<file path="src/rtl/r22_pkg.sv">
package r22_pkg;
  typedef enum logic {
    BF_FILL    = 1'b0,
    BF_COMBINE = 1'b1
  } bf_mode_e;
endpackage

</file>
<file path="src/rtl/r22_delay_line.sv">
module r22_delay_line #(
  parameter int W     = 13,
  parameter int DEPTH = 8
) (
  input  logic                clk,
  input  logic                rst,
  input  logic                en,
  input  logic signed [W-1:0] din_re,
  input  logic signed [W-1:0] din_im,
  output logic signed [W-1:0] dout_re,
  output logic signed [W-1:0] dout_im
);
  logic signed [W-1:0] tap_re [DEPTH];
  logic signed [W-1:0] tap_im [DEPTH];

  always_ff @(posedge clk) begin
    if (rst) begin
      for (int i = 0; i < DEPTH; i++) begin
        tap_re[i] <= '0;
        tap_im[i] <= '0;
      end
    end else if (en) begin
      tap_re[0] <= din_re;
      tap_im[0] <= din_im;
      for (int i = 1; i < DEPTH; i++) begin
        tap_re[i] <= tap_re[i-1];
        tap_im[i] <= tap_im[i-1];
      end
    end
  end

  assign dout_re = tap_re[DEPTH-1];
  assign dout_im = tap_im[DEPTH-1];
endmodule

</file>
<file path="src/rtl/r22_butterfly.sv">
module r22_butterfly
  import r22_pkg::*;
#(
  parameter int XW    = 12,
  parameter int DEPTH = 8
) (
  input  logic                 clk,
  input  logic                 rst,
  input  logic                 en,
  input  bf_mode_e             mode,
  input  logic signed [XW-1:0] x_re,
  input  logic signed [XW-1:0] x_im,
  output logic signed [XW:0]   y_re,
  output logic signed [XW:0]   y_im
);
  localparam int YW = XW + 1;

  logic signed [YW-1:0] head_re, head_im;
  logic signed [YW-1:0] xe_re, xe_im;
  logic signed [YW-1:0] sum_re, sum_im, dif_re, dif_im;
  logic signed [YW-1:0] push_re, push_im;

  assign xe_re  = YW'(x_re);
  assign xe_im  = YW'(x_im);
  assign sum_re = head_re + xe_re;
  assign sum_im = head_im + xe_im;
  assign dif_re = head_re - xe_re;
  assign dif_im = head_im - xe_im;

  always_comb begin
    if (mode == BF_COMBINE) begin
      y_re    = sum_re;
      y_im    = sum_im;
      push_re = dif_re;
      push_im = dif_im;
    end else begin
      y_re    = head_re;
      y_im    = head_im;
      push_re = xe_re;
      push_im = xe_im;
    end
  end

  r22_delay_line #(.W(YW), .DEPTH(DEPTH)) u_fb (
    .clk    (clk),
    .rst    (rst),
    .en     (en),
    .din_re (push_re),
    .din_im (push_im),
    .dout_re(head_re),
    .dout_im(head_im)
  );
endmodule

</file>
<file path="src/rtl/r22_trunc.sv">
module r22_trunc #(
  parameter int IW = 14,
  parameter int OW = 12
) (
  input  logic signed [IW-1:0] v,
  output logic signed [OW-1:0] r
);
  localparam int DROP = IW - OW;

  generate
    if (DROP == 0) begin : g_pass
      assign r = v;
    end else begin : g_cut
      logic        neg;
      logic [IW:0] mag, shr, back;
      assign neg  = v[IW-1];
      assign mag  = neg ? -{v[IW-1], v} : {v[IW-1], v};
      assign shr  = mag >> DROP;
      assign back = neg ? -shr : shr;
      assign r    = back[OW-1:0];
    end
  endgenerate
endmodule

</file>
<file path="src/rtl/r22_sdf_stage.sv">
module r22_sdf_stage
  import r22_pkg::*;
#(
  parameter int N     = 16,
  parameter int IN_W  = 12,
  parameter int OUT_W = 12
) (
  input  logic                    clk,
  input  logic                    rst,
  input  logic                    in_valid,
  output logic                    in_ready,
  input  logic signed [IN_W-1:0]  in_re,
  input  logic signed [IN_W-1:0]  in_im,
  output logic                    out_valid,
  input  logic                    out_ready,
  output logic signed [OUT_W-1:0] out_re,
  output logic signed [OUT_W-1:0] out_im
);
  localparam int LOGN  = $clog2(N);
  localparam int Q     = N / 4;
  localparam int W1    = IN_W + 1;
  localparam int W2    = IN_W + 2;
  localparam logic [LOGN-1:0] PRIME_AT = LOGN'(3 * Q - 1);

  logic            take;
  logic [LOGN-1:0] cnt;
  logic            primed;
  logic            sel_s, sel_t, rot;

  logic signed [W1-1:0]    b1_re, b1_im, x2_re, x2_im;
  logic signed [W2-1:0]    b2_re, b2_im;
  logic signed [OUT_W-1:0] t_re, t_im;

  assign in_ready = !out_valid || out_ready;
  assign take     = in_valid && in_ready;
  assign sel_s    = cnt[LOGN-1];
  assign sel_t    = cnt[LOGN-2];
  assign rot      = !sel_s && sel_t;

  always_ff @(posedge clk) begin
    if (rst) begin
      cnt    <= '0;
      primed <= 1'b0;
    end else if (take) begin
      cnt <= cnt + 1'b1;
      if (cnt == PRIME_AT) primed <= 1'b1;
    end
  end

  r22_butterfly #(.XW(IN_W), .DEPTH(N/2)) u_bf_half (
    .clk (clk),
    .rst (rst),
    .en  (take),
    .mode(bf_mode_e'(sel_s)),
    .x_re(in_re),
    .x_im(in_im),
    .y_re(b1_re),
    .y_im(b1_im)
  );

  assign x2_re = rot ? b1_im  : b1_re;
  assign x2_im = rot ? -b1_re : b1_im;

  r22_butterfly #(.XW(W1), .DEPTH(Q)) u_bf_quarter (
    .clk (clk),
    .rst (rst),
    .en  (take),
    .mode(bf_mode_e'(sel_t)),
    .x_re(x2_re),
    .x_im(x2_im),
    .y_re(b2_re),
    .y_im(b2_im)
  );

  r22_trunc #(.IW(W2), .OW(OUT_W)) u_cut_re (.v(b2_re), .r(t_re));
  r22_trunc #(.IW(W2), .OW(OUT_W)) u_cut_im (.v(b2_im), .r(t_im));

  always_ff @(posedge clk) begin
    if (rst) begin
      out_valid <= 1'b0;
      out_re    <= '0;
      out_im    <= '0;
    end else if (take) begin
      out_valid <= primed;
      out_re    <= t_re;
      out_im    <= t_im;
    end else if (out_ready) begin
      out_valid <= 1'b0;
    end
  end
endmodule

</file>
<file path="config.mk">
export PLATFORM = sky130hd
export DESIGN_NAME = r22_sdf_stage
export DESIGN_NICKNAME = d
export VERILOG_FILES = /design/src/rtl/r22_pkg.sv /design/src/rtl/r22_delay_line.sv /design/src/rtl/r22_butterfly.sv /design/src/rtl/r22_trunc.sv /design/src/rtl/r22_sdf_stage.sv
export SDC_FILE = /design/constraint.sdc
export NUM_CORES = 1
export LEC_CHECK = 0
export BUFFER_PORTS_ARGS = -buffer_cell sky130_fd_sc_hd__buf_4
export CORE_MARGIN = 10
export CORE_UTILIZATION = 60
export DETAILED_ROUTE_END_ITERATION = 10
export GPL_TIMING_DRIVEN = 0
export MAX_ROUTING_LAYER = met4
export PLACE_DENSITY = 0.77
export SLEW_MARGIN = 5
export SYNTH_ARGS = -nofsm -noshare
export SYNTH_HDL_FRONTEND = slang
export SYNTH_SLANG_ARGS = --single-unit
</file>
<file path="constraint.sdc">
create_clock -name clk -period 18.86 [get_ports clk]
set_input_delay 4.715 -clock clk [delete_from_list [all_inputs] [get_ports clk]]
set_output_delay 4.715 -clock clk [all_outputs]
set_load 0.05 [all_outputs]
</file>
## Yosys cells after proc, flatten, opt, wreduce, memory -nomap -nowiden

Memories as Yosys holds them, arrays and structs flattened.
Cells that the tools add are included.

| storage, ports and cells | value |
|---|---|
| word-level logic and storage cells | 100 |
| input bits | 28 |
| memories kept | 4 |
| output and inout bits | 26 |
| bits in writable memories | 320 |
| flip-flop bits (word level) | 30 |

Memories:

| memory | depth | bits a word | rd ports | clocked after Yosys merged registers in | wr ports | RTL line | source |
|---|---|---|---|---|---|---|---|
| u_bf_half.u_fb.tap_im | 8 | 13 | 8 | 0 | 8 | r22_delay_line.sv:14 | `logic signed [W-1:0] tap_im [DEPTH];` |
| u_bf_half.u_fb.tap_re | 8 | 13 | 8 | 0 | 8 | r22_delay_line.sv:13 | `logic signed [W-1:0] tap_re [DEPTH];` |
| u_bf_quarter.u_fb.tap_im | 4 | 14 | 4 | 0 | 4 | r22_delay_line.sv:14 |  |
| u_bf_quarter.u_fb.tap_re | 4 | 14 | 4 | 0 | 4 | r22_delay_line.sv:13 |  |

| cells by class | value |
|---|---|
| reduce and logical (&&, ||, !) cells | 7 |
| add/sub/neg operators | 14 |
| multiplexer cells | 45 |
| equal/unequal tests | 1 |
| bitwise logic cells | 24 |

Operators with widths:

| kind | count |
|---|---|
| $mux W13 | 22 |
| $mux W14 | 14 |
| $add A14 B13 Y14 | 2 |
| $neg A14 Y14 | 2 |
| $sub A14 B13 Y14 | 2 |
| $add A13 B12 Y13 | 2 |
| $sub A13 B12 Y13 | 2 |
| $mux W12 | 2 |
| $neg A12 Y12 | 2 |
| $or A1 B1 Y1 | 24 |
| $neg A13 Y13 | 1 |
| $mux W1 | 7 |
| $add A4 B1 Y4 const B | 1 |
| $eq A4 B4 Y1 const B | 1 |
| $logic_and A1 B1 Y1 | 2 |
| $logic_not A1 Y1 | 2 |
| $reduce_and A2 Y1 | 1 |
| $reduce_bool A2 Y1 | 1 |
| $logic_or A1 B1 Y1 | 1 |

## Depth between registers and ports, before layout

Gate-level depths: netlist of the first run.
An unclocked memory read counts as a cell.

| logic depth | value |
|---|---|
| word-level depth | 11 |
| gate-level depth with buffers | 33 |
| mapped depth without buffers | 31 |

## By module

A second synthesis of the first run with hierarchy kept.

| unflattened totals | value |
|---|---|
| cells, all modules | 2057 |
| area total of the unflattened synthesis | 21973.6 sq um |

By module, submodules not included:

| module | instances | sequential area each (sq um) | area an instance (sq um) | cells each |
|---|---|---|---|---|
| r22_delay_line at u_bf_half.u_fb | 1 | 6246.0 | 8420.6 | 483 |
| r22_delay_line at u_bf_quarter.u_fb | 1 | 3363.2 | 4704.5 | 263 |
| r22_butterfly at u_bf_quarter | 1 | 0.0 | 3093.0 | 466 |
| r22_butterfly at u_bf_half | 1 | 0.0 | 3046.7 | 452 |
| r22_sdf_stage | 1 | 600.6 | 1722.9 | 250 |
| r22_trunc at u_cut_im | 1 | 0.0 | 509.2 | 72 |
| r22_trunc at u_cut_re | 1 | 0.0 | 476.7 | 71 |

## Worst setup path before layout of the first run

No wires, ideal clock.

| path | value |
|---|---|
| path kind | in2reg |
| start | input port out_ready |
| end | memory u_bf_half.u_fb.tap_im[0][0], enable pin |
| required time | 18.192 ns |
| path buffers | 2 |
| library setup time | 0.668 ns |
| arrival time | 12.035 ns |
| cell stages on the path | 6 |
| path slack | 6.157 ns |
| path through | nand2b_1 and2_1 clkbuf_1 nor2_1 clkbuf_1 inv_1 |

RTL lines:

| element | RTL line | source |
|---|---|---|
| start, declared | r22_sdf_stage.sv:15 | `input logic out_ready,` |
| end, declared | r22_delay_line.sv:14 |  |

## Worst setup path in the final report of the first run

| path | value |
|---|---|
| start | input port in_re[2] |
| end | register out_re[8] |

| between the ends | value |
|---|---|
| word-level cells in the longest chain between the ends | 9 |

Ends and longest elaborated chain:

| element | RTL line | source |
|---|---|---|
| start, declared | r22_sdf_stage.sv:12 | `input logic signed [IN_W-1:0] in_re,` |
| $add A13 B12 Y13 (*) | r22_butterfly.sv:25 | `assign sum_re = head_re + xe_re;` |
| $mux W13 (*) | r22_butterfly.sv:31 | `if (mode == BF_COMBINE) begin` |
| $mux W13 (*) | r22_sdf_stage.sv:61 | `assign x2_re = rot ? b1_im : b1_re;` |
| $add A14 B13 Y14 (*) | r22_butterfly.sv:25 |  |
| $mux W14 (*) | r22_butterfly.sv:31 |  |
| $neg A14 Y14 | r22_trunc.sv:17 | `assign mag = neg ? -{v[IW-1], v} : {v[IW-1], v};` |
| $mux W14 | r22_trunc.sv:17 |  |
| $neg A12 Y12 | r22_trunc.sv:19 | `assign back = neg ? -shr : shr;` |
| $mux W12 (*) | r22_trunc.sv:19 |  |
| end signal, assigned | r22_sdf_stage.sv:85 | `out_re <= t_re;` |
| end, declared | r22_sdf_stage.sv:16 | `output logic signed [OUT_W-1:0] out_re,` |

Every way passes the cells marked *; elsewhere a longest branch is shown, timed or not.
A chain may end at the register's enable or synchronous reset.

==> results by group, run 1 <==
Status
  – Status: completed

Final layout
  – Cell area after layout: about 22000 sq um
  – Most frequent cells in the layout: edfxtp_1, and2_1, nor2_1
  – Area of the multi-input gates: a little under 9000 sq um
  – Layout cell share with drive strength beyond 1: between 7 and 8%
  – Nets@finish: around 2100
  – FILL cells: between 2000 and 2500
  – FF+latch area: 10200 sq um
  – Final core utilization: between 60 and 70%
  – Most common cell after layout, fill and taps aside: edfxtp_1
  – Layout area overhead: 11.3%

Setup path
  – Crit path largest cell delay: approximately 0.96 ns
  – CP max-delay cell: a211oi_1
  – Worst path arrival time: 12.18 ns
  – Critical Path RT: just under 20 ns
  – Worst setup path class: primary input to register
  – CP max FO: 10
  – Startpoint Class: primary input
  – Critical path capture point type: register

Timing
  – RSZ-0062 raised after global routing: no
  – TNS Setup: 0 ns
  – Setup-failing EPs final: 0
  – Fin. Hold Viols: 0
  – Clock skew: approximately 0.015 ns
  – Slew @ Worst Pin: about 1.2 ns
  – Fmax: between 80 and 90 MHz
  – Max-slew violation count: 0
  – Min cycle time layout: 11.73 ns
  – Hold slack: approximately 0.44 ns
  – Slew HR: 20.7%
  – Final period util: approximately 62%

Global route
  – Vias in the first global route: ~14000
  – Largest net degree at the start of global routing: between 100 and 150
  – First-pass GRT wire length: between 70000 and 80000 microns
  – All-Layer GR Usage: between 20% and 30%
  – Initial antenna violation count: 2
  – Grt ovf: 0

Place
  – Gpl congestion: roughly 0.96
  – Port bufs: 53
  – HPWL after detailed placement: about 36000 microns
  – DP Area: approximately 21000 sq um

Die
  – Num rows: 66
  – Die W: ~200 microns
  – Die Ht: roughly 200 microns
  – Area of the core: between 30000 and 40000 sq um
  – Initial Util: between 60% and 70%
  – Die ar.: 40600 sq um
  – I/O pins: 54

Yosys
  – Syn nets: between 1500 and 2000
  – Cell variety after synth: 84
  – Sequential share of the synthesized area: about half
  – Ys Warns: 0
  – Async SR Flop Fraction: 0%
  – Synth Cell Area: 19800 sq um
  – Seq cells post-synth: 350
  – Post-synth EDFFs: 320
  – Synth Flop Type: edfxtp_1
  – Mapped Cells: around 1900
  – Syn Area/Cell: 10.7 sq um

Route
  – Vias per cell: just under 6
  – Via count: about 14000
  – Routed wire length: 49800 microns
  – DR pass1 iterations: 8
  – Initial drt markers: roughly 1200
  – DR WL/cell: slightly above 20 microns
  – # DRC: 0
  – Detail Route Antenna Nets: 0

Clock tree
  – H-Tree Depth: 2
  – Post-CTS setup buffer count: 0
  – CTS Hold Bufs: 0
  – CTS tree: done
  – Clock transition at path regs: about 0.06 ns
  – Clock buffer depth: 3
  – PostCTS Resize Cnt: 0
  – TritonCTS Sinks: 350
  – Skew-Pair Late Insertion Delay: about 0.56 ns
  – Root buffer cell: clkbuf_16
  – Total CTS buffers: 37

Pwr
  – P_sw: 0.000528 W
  – Flop pwr share: between 40% and 50%
  – PwrDens: just under 90 nW/um^2
  – Leakage power: between 8 and 9 nW
  – Peak VDD IR: ~87 uV
  – Net Sw Frac: between 20% and 30%
  – Power share of the clock group: roughly 37%
  – Cell internal pwr: 0.00144 W
  – Power share of the combinational group: 16.1%

Hold path
  – Hold/Removal Path Class: register to register

Run
  – Max_cap viols: 0
[through the flow]
stage                     power, W  instances  setup WS, ns
after floorplan            0.00116       1852          6.16
after global placement     0.00125       2347          3.69
after detailed placement   0.00125       2349          6.68
after CTS                  0.00198       2415          7.22
after global routing       0.00204       2416          6.42
final                      0.00197       2418          7.13
[critical path: cells and delay by family]
| kind | cells | cell delay [ns] |
|---|---|---|
| compound gates | 10 | 3.45 |
| xor+xnor | 1 | 0.23 |
| fa+ha+maj | 3 | 1.01 |
| buf+inv | 6 | 1.16 |
| mux | 1 | 0.14 |
| simple gates | 7 | 1.45 |
[power groups by stage]
stage / sequential, W / combinational, W / clock, W
floorplan: 0.000948 / 0.000216 / 0
global placement: 0.000948 / 0.000302 / 0
detailed placement: 0.000937 / 0.000311 / 0
CTS: 0.000922 / 0.000314 / 0.000744
global route: 0.000927 / 0.000349 / 0.000768
finish: 0.000922 / 0.000317 / 0.000730
[worst paths after layout]
path	start	end	slack, ns	cells after the start
max	in_re[2]	out_re[8]$_SDFFE_PP0P_	7.13	28
min reg2reg	out_re[10]$_SDFFE_PP0P_	out_re[10]$_SDFFE_PP0P_	0.44	2
max reg2reg	cnt[2]$_SDFFE_PP0P_	out_im[10]$_SDFFE_PP0P_	9.75	28
min	out_re[10]$_SDFFE_PP0P_	out_re[10]$_SDFFE_PP0P_	0.44	2
[sequential cells by signal, indices dropped and copies added, names as in the netlist]
register and count:
cnt 4, out_im 12, out_re 12, out_valid 1, primed 1, u_bf_half.u_fb.tap_im 104
u_bf_half.u_fb.tap_re 104, u_bf_quarter.u_fb.tap_im 56, u_bf_quarter.u_fb.tap_re 56
[cells by family after synthesis]
logic type,count (synthesis),share of synthesized area (%)
compound gates,329,11.2
buf+inv,198,3.81
fa+ha+maj,112,7.39
flops,350,51.6
xor+xnor,89,3.94
mux,46,2.40
simple gates,728,19.7
[routing by layer]
layer	GRT usage (%)	vias up	part of all wire, %	wire length (microns)
li1	-	6729	-	-
met1	30.5	6693	42	20800
met2	39.7	411	47	23600
met3	4.45	126	6.3	3130
met4	12.5	0	4.7	2330
met5	-	-	0	0
[final cells by class]
type	count	share of cell area, %
inverter	105	1.82
sequential	350	46.4
antenna	3	0.0341
multi-input combinational	1304	40.1
clock inverter	22	1.05
tap	442	2.51
clock buffer	44	4.42
buffer	93	1.64
timing repair buffer	55	2.06
[synth_stat cells (all sizes together) (5+ instances only)]
library cell    n  area share (%)
a2111oi         5            0.32
a211oi         23            0.87
a21boi          9            0.34
a21o           18            0.68
a21oi         102             2.6
a311oi          6            0.30
a31oi           5            0.16
and2          226             7.1
and3            9            0.28
buf            22            0.47
clkbuf         71             1.3
dfxtp          30             3.0
edfxtp        320              49
fa              8            0.81
ha            104             6.6
inv           104             2.0
mux2           11            0.63
mux2i          35             1.8
nand2         103             2.0
nand2b         21            0.66
nand3          19            0.48
nand3b          5            0.19
nand4          11            0.35
nor2          158             3.0
nor2b          75             2.4
nor3           49             1.3
nor3b           8            0.30
nor4           13            0.49
o211a           5            0.25
o211ai          5            0.19
o21a           14            0.53
o21ai          61             1.5
o21bai         12            0.46
o22ai           5            0.16
o31a            5            0.22
o31ai          12            0.52
o41ai           5            0.22
or3            12            0.40
or4             5            0.19
xnor2          70             3.1
xor2           19            0.84
(Power assumes the default switching activity.)
==> run 2, diff against run 1 <==
--- a/config.mk
+++ b/config.mk
@@ -5,6 +5,7 @@
 export SDC_FILE = /design/constraint.sdc
 export NUM_CORES = 1
 export LEC_CHECK = 0
+export ABC_AREA = 1
 export BUFFER_PORTS_ARGS = -buffer_cell sky130_fd_sc_hd__buf_4
 export CORE_MARGIN = 10
 export CORE_UTILIZATION = 60
==> constraint.sdc (replaced) <==
create_clock -name clk -period 11.2 [get_ports clk]
set_input_delay 2.8 -clock clk [delete_from_list [all_inputs] [get_ports clk]]
set_output_delay 2.8 -clock clk [all_outputs]
set_load 0.05 [all_outputs]
==> results by group, run 2 <==
Setup path
  – CP max FO: 8 (was 10)
  – Critical Path RT: 11.63 ns (was 19.31 ns)
  – Startpoint Class: primary input (unchanged)
  – CP max-delay cell: fa_1 (was a211oi_1)
  – Critical path capture point type: register (unchanged)
  – Crit path largest cell delay: 0.49 ns (was 0.96 ns)
  – Worst setup path class: primary input to register (unchanged)
  – Critical Path Most Common Cell: nand2_1
  – Worst path arrival time: 8.16 ns (was 12.18 ns)

Yosys
  – Syn nets: 2504 (was 1992)
  – Ys Warns: 0 (unchanged)
  – Post-synth top area share: 47.4% (was 48.6%)
  – Top-count cell post-synth: inv_1 (was edfxtp_1)
  – Dominant cells by area after synthesis: edfxtp_1, inv_1, nor2_1 (was edfxtp_1, and2_1, ha_1)
  – Yosys top cell by area: edfxtp_1 (unchanged)
  – Async SR Flop Fraction: 0% (unchanged)
  – Synth cell count leaders: inv_1, nor2_1, nand2_1 (was edfxtp_1, and2_1, nor2_1)
  – Syn Area/Cell: 8.57 sq um (was 10.7 sq um)
  – Cell variety after synth: 55 (was 84)
  – Synth Cell Area: 20300 sq um (was 19800 sq um)
  – Seq cells post-synth: 350 (unchanged)
  – Mapped Cells: 2364 (was 1852)
  – Post-synth EDFFs: 320 (unchanged)
  – Synth Flop Type: edfxtp_1 (unchanged)
  – Sequential share of the synthesized area: 50.4% (was 51.6%)

Pwr
  – Total power: 0.00339 W (was 0.00197 W)
  – Peak VDD IR: 160 uV (was 87.3 uV)
  – Power share of the clock group: 37.5% (was 37.1%)
  – Net Sw Frac: 28.1% (was 26.8%)
  – Cell internal pwr: 0.00244 W (was 0.00144 W)
  – Power share of the combinational group: 16.6% (was 16.1%)
  – PwrDens: 151 nW/um^2 (was 89.5 nW/um^2)
  – Flop pwr share: 45.9% (was 46.8%)
  – Leakage power: 10.4 nW (was 8.79 nW)
  – P_sw: 0.000951 W (was 0.000528 W)

Final layout
  – Most frequent cells in the layout: inv_1, nor2_1, nand2_1 (was edfxtp_1, and2_1, nor2_1)
  – Antenna Cells: 0 (was 3)
  – FILL cells: 2740 (was 2475)
  – Area of the multi-input gates: 7770 sq um (was 8820 sq um)
  – Most common cell after layout, fill and taps aside: inv_1 (was edfxtp_1)
  – Layout cell share with drive strength beyond 1: 8.45% (was 7.35%)
  – Layout area overhead: 11.2% (was 11.3%)
  – FF+latch area: 10200 sq um (unchanged)
  – Top flop regs: u_bf_half.u_fb.tap_im: 104 flops, u_bf_half.u_fb.tap_re: 104 flops (unchanged)
  – Nets@finish: 2598 (was 2086)

Timing
  – Fmax: 129 MHz
  – Clock skew: 0.0104 ns (was 0.0150 ns)
  – Min cycle time layout: just under 8 ns
  – RSZ-0062 raised after global routing: no (unchanged)
  – Slew HR: 36.4% (was 20.7%)
  – Max-slew violation count: 0 (unchanged)
  – Setup-failing EPs final: 0 (unchanged)
  – Final period util: 69.0%
  – Fin. Hold Viols: 0 (unchanged)
  – Slew @ Worst Pin: 0.951 ns (was 1.18 ns)
  – TNS Setup: 0 ns (unchanged)

Route
  – # DRC: 0 (unchanged)
  – Via count: 15298 (was 13959)
  – Initial drt markers: 1189 (was 1161)
  – DR pass1 iterations: 5 (was 8)
  – Vias per cell: 5.22 (was 5.77)
  – Routed wire length: 49000 microns (was 49800 microns)
  – DR WL/cell: 16.7 microns (was 20.6 microns)
  – Detail Route Antenna Nets: 0 (unchanged)

Place
  – Port bufs: 53 (unchanged)
  – HPWL after detailed placement: 35800 microns (was 36200 microns)
  – Gpl congestion: 0.925 (was 0.960)

Clock tree
  – CTS tree: done (unchanged)
  – Skew-Pair Late Insertion Delay: 0.55 ns (was 0.56 ns)
  – PostCTS Resize Cnt: 0 (unchanged)
  – H-Tree Depth: 2 (unchanged)
  – CTS Hold Bufs: 0 (unchanged)
  – Root buffer cell: clkbuf_16 (unchanged)
  – Clock buffer depth: 3 (unchanged)
  – Clock transition at path regs: 0.06 ns (about the same)
  – Post-CTS setup buffer count: 0 (unchanged)
  – Total CTS buffers: 37 (unchanged)
  – TritonCTS Sinks: 350 (unchanged)

Die
  – Initial Util: 60.6% (was 60.8%)
  – I/O pins: 54 (unchanged)
  – Area of the core: 33400 sq um (was 32500 sq um)
  – Die ar.: 41500 sq um (was 40600 sq um)
  – Die Ht: 204 microns (was 202 microns)
  – Num rows: 67 (was 66)
  – Die W: 204 microns (was 202 microns)

Run
  – Max_cap viols: 0 (unchanged)

Global route
  – All-Layer GR Usage: 24.4% (was 25.0%)
  – Initial antenna violation count: 0 (was 2)
  – First-pass GRT wire length: 78100 microns (was 77300 microns)
  – Grt ovf: 0 (unchanged)
  – Vias in the first global route: 15135 (was 13842)
  – Largest net degree at the start of global routing: 135 (was 136)

Status
  – Status: completed (unchanged)

Hold path
  – Hold/Removal Path Class: register to register (unchanged)
## run 2: per-layer routing
| metal | global-route usage (%) | routed length (microns) |
|---|---|---|
| met2 | 40.7 | 24100 |
| met4 | 9.51 | 1580 |
| met5 | - | 0 |
| met1 | 29.7 | 20800 |
| met3 | 3.22 | 2480 |
## run 2: cells by family after synthesis
family                     after synthesis  synth area share (%)
muxes                                    1                0.0494
and+or+nand+nor                        894                  18.5
DFF                                    350                  50.4
xor gates and xnor gates                68                  2.98
buffers and inverters                  590                  11.2
AOI/OAI and AO/OA                      349                  9.61
adders and majority gates              112                  7.22
## run 2: layout make-up
cell class                      count  area share (%)
Sequential cell                   350            45.3
Multi-Input combinational cell   1424            34.5
Inverter                          505            8.46
Clock buffer                       40            4.26
Tap cell                          448            2.49
Timing Repair Buffer               55            2.01
Buffer                             85            1.64
Clock inverter                     26            1.27
## run 2: worst paths after layout
path	from	end	slack, ns	depth (start not counted)
hold / removal	out_im[7]$_SDFFE_PP0P_	out_im[7]$_SDFFE_PP0P_	0.45	2
hold reg to reg	out_im[7]$_SDFFE_PP0P_	out_im[7]$_SDFFE_PP0P_	0.45	2
setup reg to reg	cnt[2]$_SDFFE_PP0P_	out_im[8]$_SDFFE_PP0P_	4.78	35
setup / recovery	in_re[0]	out_im[8]$_SDFFE_PP0P_	3.47	40
## run 2: stage by stage
step / worst slack [ns] / instance area, sq um / utilization, % / std cells / hold slack (ns)
5_1_grt: 2.65 / 22500 / 67.3 / 2933 / 0.481
6_report: 3.47 / 22500 / 67.3 / 2933 / 0.451
3_3_place_gp: -1.77 / 21200 / 63.4 / 2865 / 0.438
4_1_cts: 3.51 / 22500 / 67.3 / 2933 / 0.454
3_5_place_dp: 2.95 / 21300 / 63.6 / 2867 / 0.443
2_1_floorplan: 0.570 / 20300 / - / 2364 / 0.437
## run 2: power groups by stage
stage / Clock, W / Sequential, W / Combinational (W)
floorplan: 0 / 0.00161 / 0.000387
global placement: 0 / 0.00160 / 0.000540
detailed placement: 0 / 0.00158 / 0.000556
CTS: 0.00129 / 0.00156 / 0.000562
global route: 0.00133 / 0.00156 / 0.000635
finish: 0.00127 / 0.00156 / 0.000564
## run 2: critical path, delay by kind of cell
family / cells / cell delay (ns)
AO/OA/AOI/OAI: 7 / 1.06
adder cells (fa/ha/maj): 5 / 1.38
buffers and inverters: 7 / 0.66
AND/OR/NAND/NOR: 21 / 2.21
==> run 3, diff against run 2 <==
--- a/config.mk
+++ b/config.mk
@@ -5,7 +5,7 @@
 export SDC_FILE = /design/constraint.sdc
 export NUM_CORES = 1
 export LEC_CHECK = 0
-export ABC_AREA = 1
+export ABC_AREA = 0
 export BUFFER_PORTS_ARGS = -buffer_cell sky130_fd_sc_hd__buf_4
 export CORE_MARGIN = 10
 export CORE_UTILIZATION = 60
==> constraint.sdc (replaced) <==
create_clock -name clk -period 7.35 [get_ports clk]
set_input_delay 1.8375 -clock clk [delete_from_list [all_inputs] [get_ports clk]]
set_output_delay 1.8375 -clock clk [all_outputs]
set_load 0.05 [all_outputs]
==> results by group, run 3 (same netlist as run 1, synthesis figures left out) <==
Final layout
  – Finished Layout Cells: 2462 (was 2933)
  – FILL cells: 2407 (was 2740)
  – Layout area overhead: 17.0% (was 11.2%)
  – FF+latch area: 10200 sq um (about the same)
  – Nets@finish: 2131 (was 2598)
  – Final core utilization: 71.1% (was 67.3%)
  – Most common cell after layout, fill and taps aside: edfxtp_1 (was inv_1)
  – Top flop regs: u_bf_half.u_fb.tap_im: 104 flops, u_bf_half.u_fb.tap_re: 104 flops (unchanged)
  – Layout cell share with drive strength beyond 1: 14.9% (was 8.45%)
  – Area of the multi-input gates: 9420 sq um (was 7770 sq um)
  – Most frequent cells in the layout: edfxtp_1, and2_1, nor2_1 (was inv_1, nor2_1, nand2_1)

Clock tree
  – Clock transition at path regs: 0.06 ns (about the same)
  – Root buffer cell: clkbuf_16 (unchanged)
  – Clock buffer depth: 3 (unchanged)
  – CTS tree: done (unchanged)
  – Total CTS buffers: 37 (unchanged)
  – H-Tree Depth: 2 (unchanged)
  – TritonCTS Sinks: 350 (unchanged)
  – Skew-Pair Late Insertion Delay: 0.55 ns (about the same)

Timing
  – Final period util: 98.1%
  – Min cycle time layout: 7.21 ns
  – Slew HR: 26.2% (was 36.4%)
  – Clock skew: 0.0200 ns (was 0.0104 ns)
  – Max-slew violation count: 0 (unchanged)
  – Slew @ Worst Pin: 1.09 ns (was 0.951 ns)
  – Setup-failing EPs final: 0 (unchanged)
  – Fin. Hold Viols: 0 (unchanged)
  – Fmax: 139 MHz

Global route
  – All-Layer GR Usage: 25.8% (was 24.4%)
  – Grt ovf: 0 (unchanged)
  – Initial antenna violation count: 0 (unchanged)
  – Largest net degree at the start of global routing: 43 (was 135)
  – Vias in the first global route: 13739 (was 15135)
  – First-pass GRT wire length: 79400 microns (was 78100 microns)

Route
  – Vias per cell: 5.82 (was 5.22)
  – DR WL/cell: 21.4 microns (was 16.7 microns)
  – Routed wire length: 52800 microns (was 49000 microns)
  – # DRC: 0 (unchanged)
  – Detail Route Antenna Nets: 0 (unchanged)
  – DR pass1 iterations: 6 (was 5)
  – Via count: 14335 (was 15298)
  – Initial drt markers: 1164 (was 1189)

Run
  – Max_cap viols: 0 (unchanged)

Die
  – Initial Util: 60.8% (was 60.6%)
  – Die W: 202 microns (was 204 microns)
  – Area of the core: 32500 sq um (was 33400 sq um)
  – I/O pins: 54 (unchanged)
  – Num rows: 66 (was 67)
  – Die Ht: 202 microns (was 204 microns)
  – Die ar.: 40600 sq um (was 41500 sq um)

Pwr
  – Leakage power: 9.23 nW (was 10.4 nW)
  – Peak VDD IR: 222 uV (was 160 uV)
  – PwrDens: 225 nW/um^2 (was 151 nW/um^2)

Setup path
  – Critical path depth: 31 (was 40)
  – CP Capture Point: out_im[10]$_SDFFE_PP0P_ (was out_im[8]$_SDFFE_PP0P_)
  – Reg2Reg Depth: 28 (was 35)
  – Critical path capture point type: register (unchanged)
  – Worst Setup SP: in_re[1] (was in_re[0])
  – Critical Path RT: 7.74 ns (was 11.63 ns)
  – Reg-to-Reg Start: cnt[2]$_SDFFE_PP0P_ (unchanged)
  – CP max FO: 6 (was 8)
  – Startpoint Class: primary input (unchanged)
  – Reg2Reg Setup Slack: 0.20 ns (was 4.78 ns)
  – CP max-delay cell: or4_4 (was fa_1)
  – Worst path arrival time: 7.60 ns (was 8.16 ns)
  – RR Endpoint: out_im[10]$_SDFFE_PP0P_ (was out_im[8]$_SDFFE_PP0P_)
  – Crit path largest cell delay: 0.50 ns (was 0.49 ns)
  – CP Buf/Inv Count: 5 (was 7)
  – Crit path max-delay family: simple AND/OR/NAND/NOR gates (unchanged)
  – Worst setup path class: primary input to register (unchanged)

Status
  – Status: completed (unchanged)

Place
  – HPWL after detailed placement: 38800 microns (was 35800 microns)
  – Placed cell count: 2355 (was 2867)
  – Port bufs: 53 (unchanged)
  – Gpl congestion: 0.988 (was 0.925)

Hold path
  – Hold/Removal Path Class: register to register (unchanged)
## run 3: worst reg2reg max path: cells and delay by family, from the launching register on
family	cells	cell delay, ns
AO/OA/AOI/OAI	8	1.59
XOR/XNOR	2	0.31
multiplexers	1	0.21
buffers and inverters	7	2.29
adder cells (fa/ha/maj)	2	0.54
flip-flops	1	0.49
AND/OR/NAND/NOR	8	1.53
## run 3: layer usage
metal | part of all wire [%] | track usage (%) | up-vias
li1 | - | - | 6806
met1 | 42 | 32.1 | 6961
met2 | 49 | 42.9 | 451
met3 | 5.5 | 3.45 | 117
met4 | 3.5 | 8.27 | 0
met5 | 0 | - | -
## run 3: cell type report
cell class                 instances  area share, %
multi-input combinational       1304           40.7
clock buffer                      41           4.07
timing repair buffer             110           4.05
inverter                         105           1.73
buffer                            83           1.69
tap                              442           2.39
clock inverter                    26           1.23
sequential                       350           44.1
antenna                            1         0.0108
## run 3: per-stage QoR
stage	worst slack, ns	hold slack [ns]	area, sq um	TNS, ns	total power (W)
floorplan	-0.574	0.436	19900	-183.79	0.00299
global placement	-2.62	0.434	20900	-845.36	0.00322
detailed placement	-1.95	0.443	21000	-27.38	0.00323
CTS	-0.00138	0.450	22700	-0.00138	0.00516
global route	-0.0640	0.461	23100	-0.0660	0.00538
finish	0.142	0.445	23100	0	0.00520
## run 3: power breakdown
group	switching, W	internal, W	leakage (nW)
clock	0.000789	0.00111	0.592
sequential	0.0000611	0.00231	3.79
combinational	0.000565	0.000366	4.85
## run 3: worst min path at each step
stage | startpoint | endpoint | slack (ns) | cells after the start
CTS | out_im[8]$_SDFFE_PP0P_ | out_im[8]$_SDFFE_PP0P_ | 0.45 | 2
floorplan | primed$_SDFFE_PP0P_ | out_valid$_SDFFE_PP0P_ | 0.44 | 2
finish | out_im[8]$_SDFFE_PP0P_ | out_im[8]$_SDFFE_PP0P_ | 0.45 | 2
detailed placement | out_im[8]$_SDFFE_PP0P_ | out_im[8]$_SDFFE_PP0P_ | 0.44 | 2
global placement | out_im[11]$_SDFFE_PP0P_ | out_im[11]$_SDFFE_PP0P_ | 0.43 | 2
global route | out_im[10]$_SDFFE_PP0P_ | out_im[10]$_SDFFE_PP0P_ | 0.46 | 2
## run 3: what timing repair did
item	in CTS	in global routing
cloned	0	0
buffers inserted	24	25
endpoints found under the setup margin	32	12
hold buffers	0	0
endpoints found under the hold margin	0	0
pin swaps	21	33
resized for setup	57	66
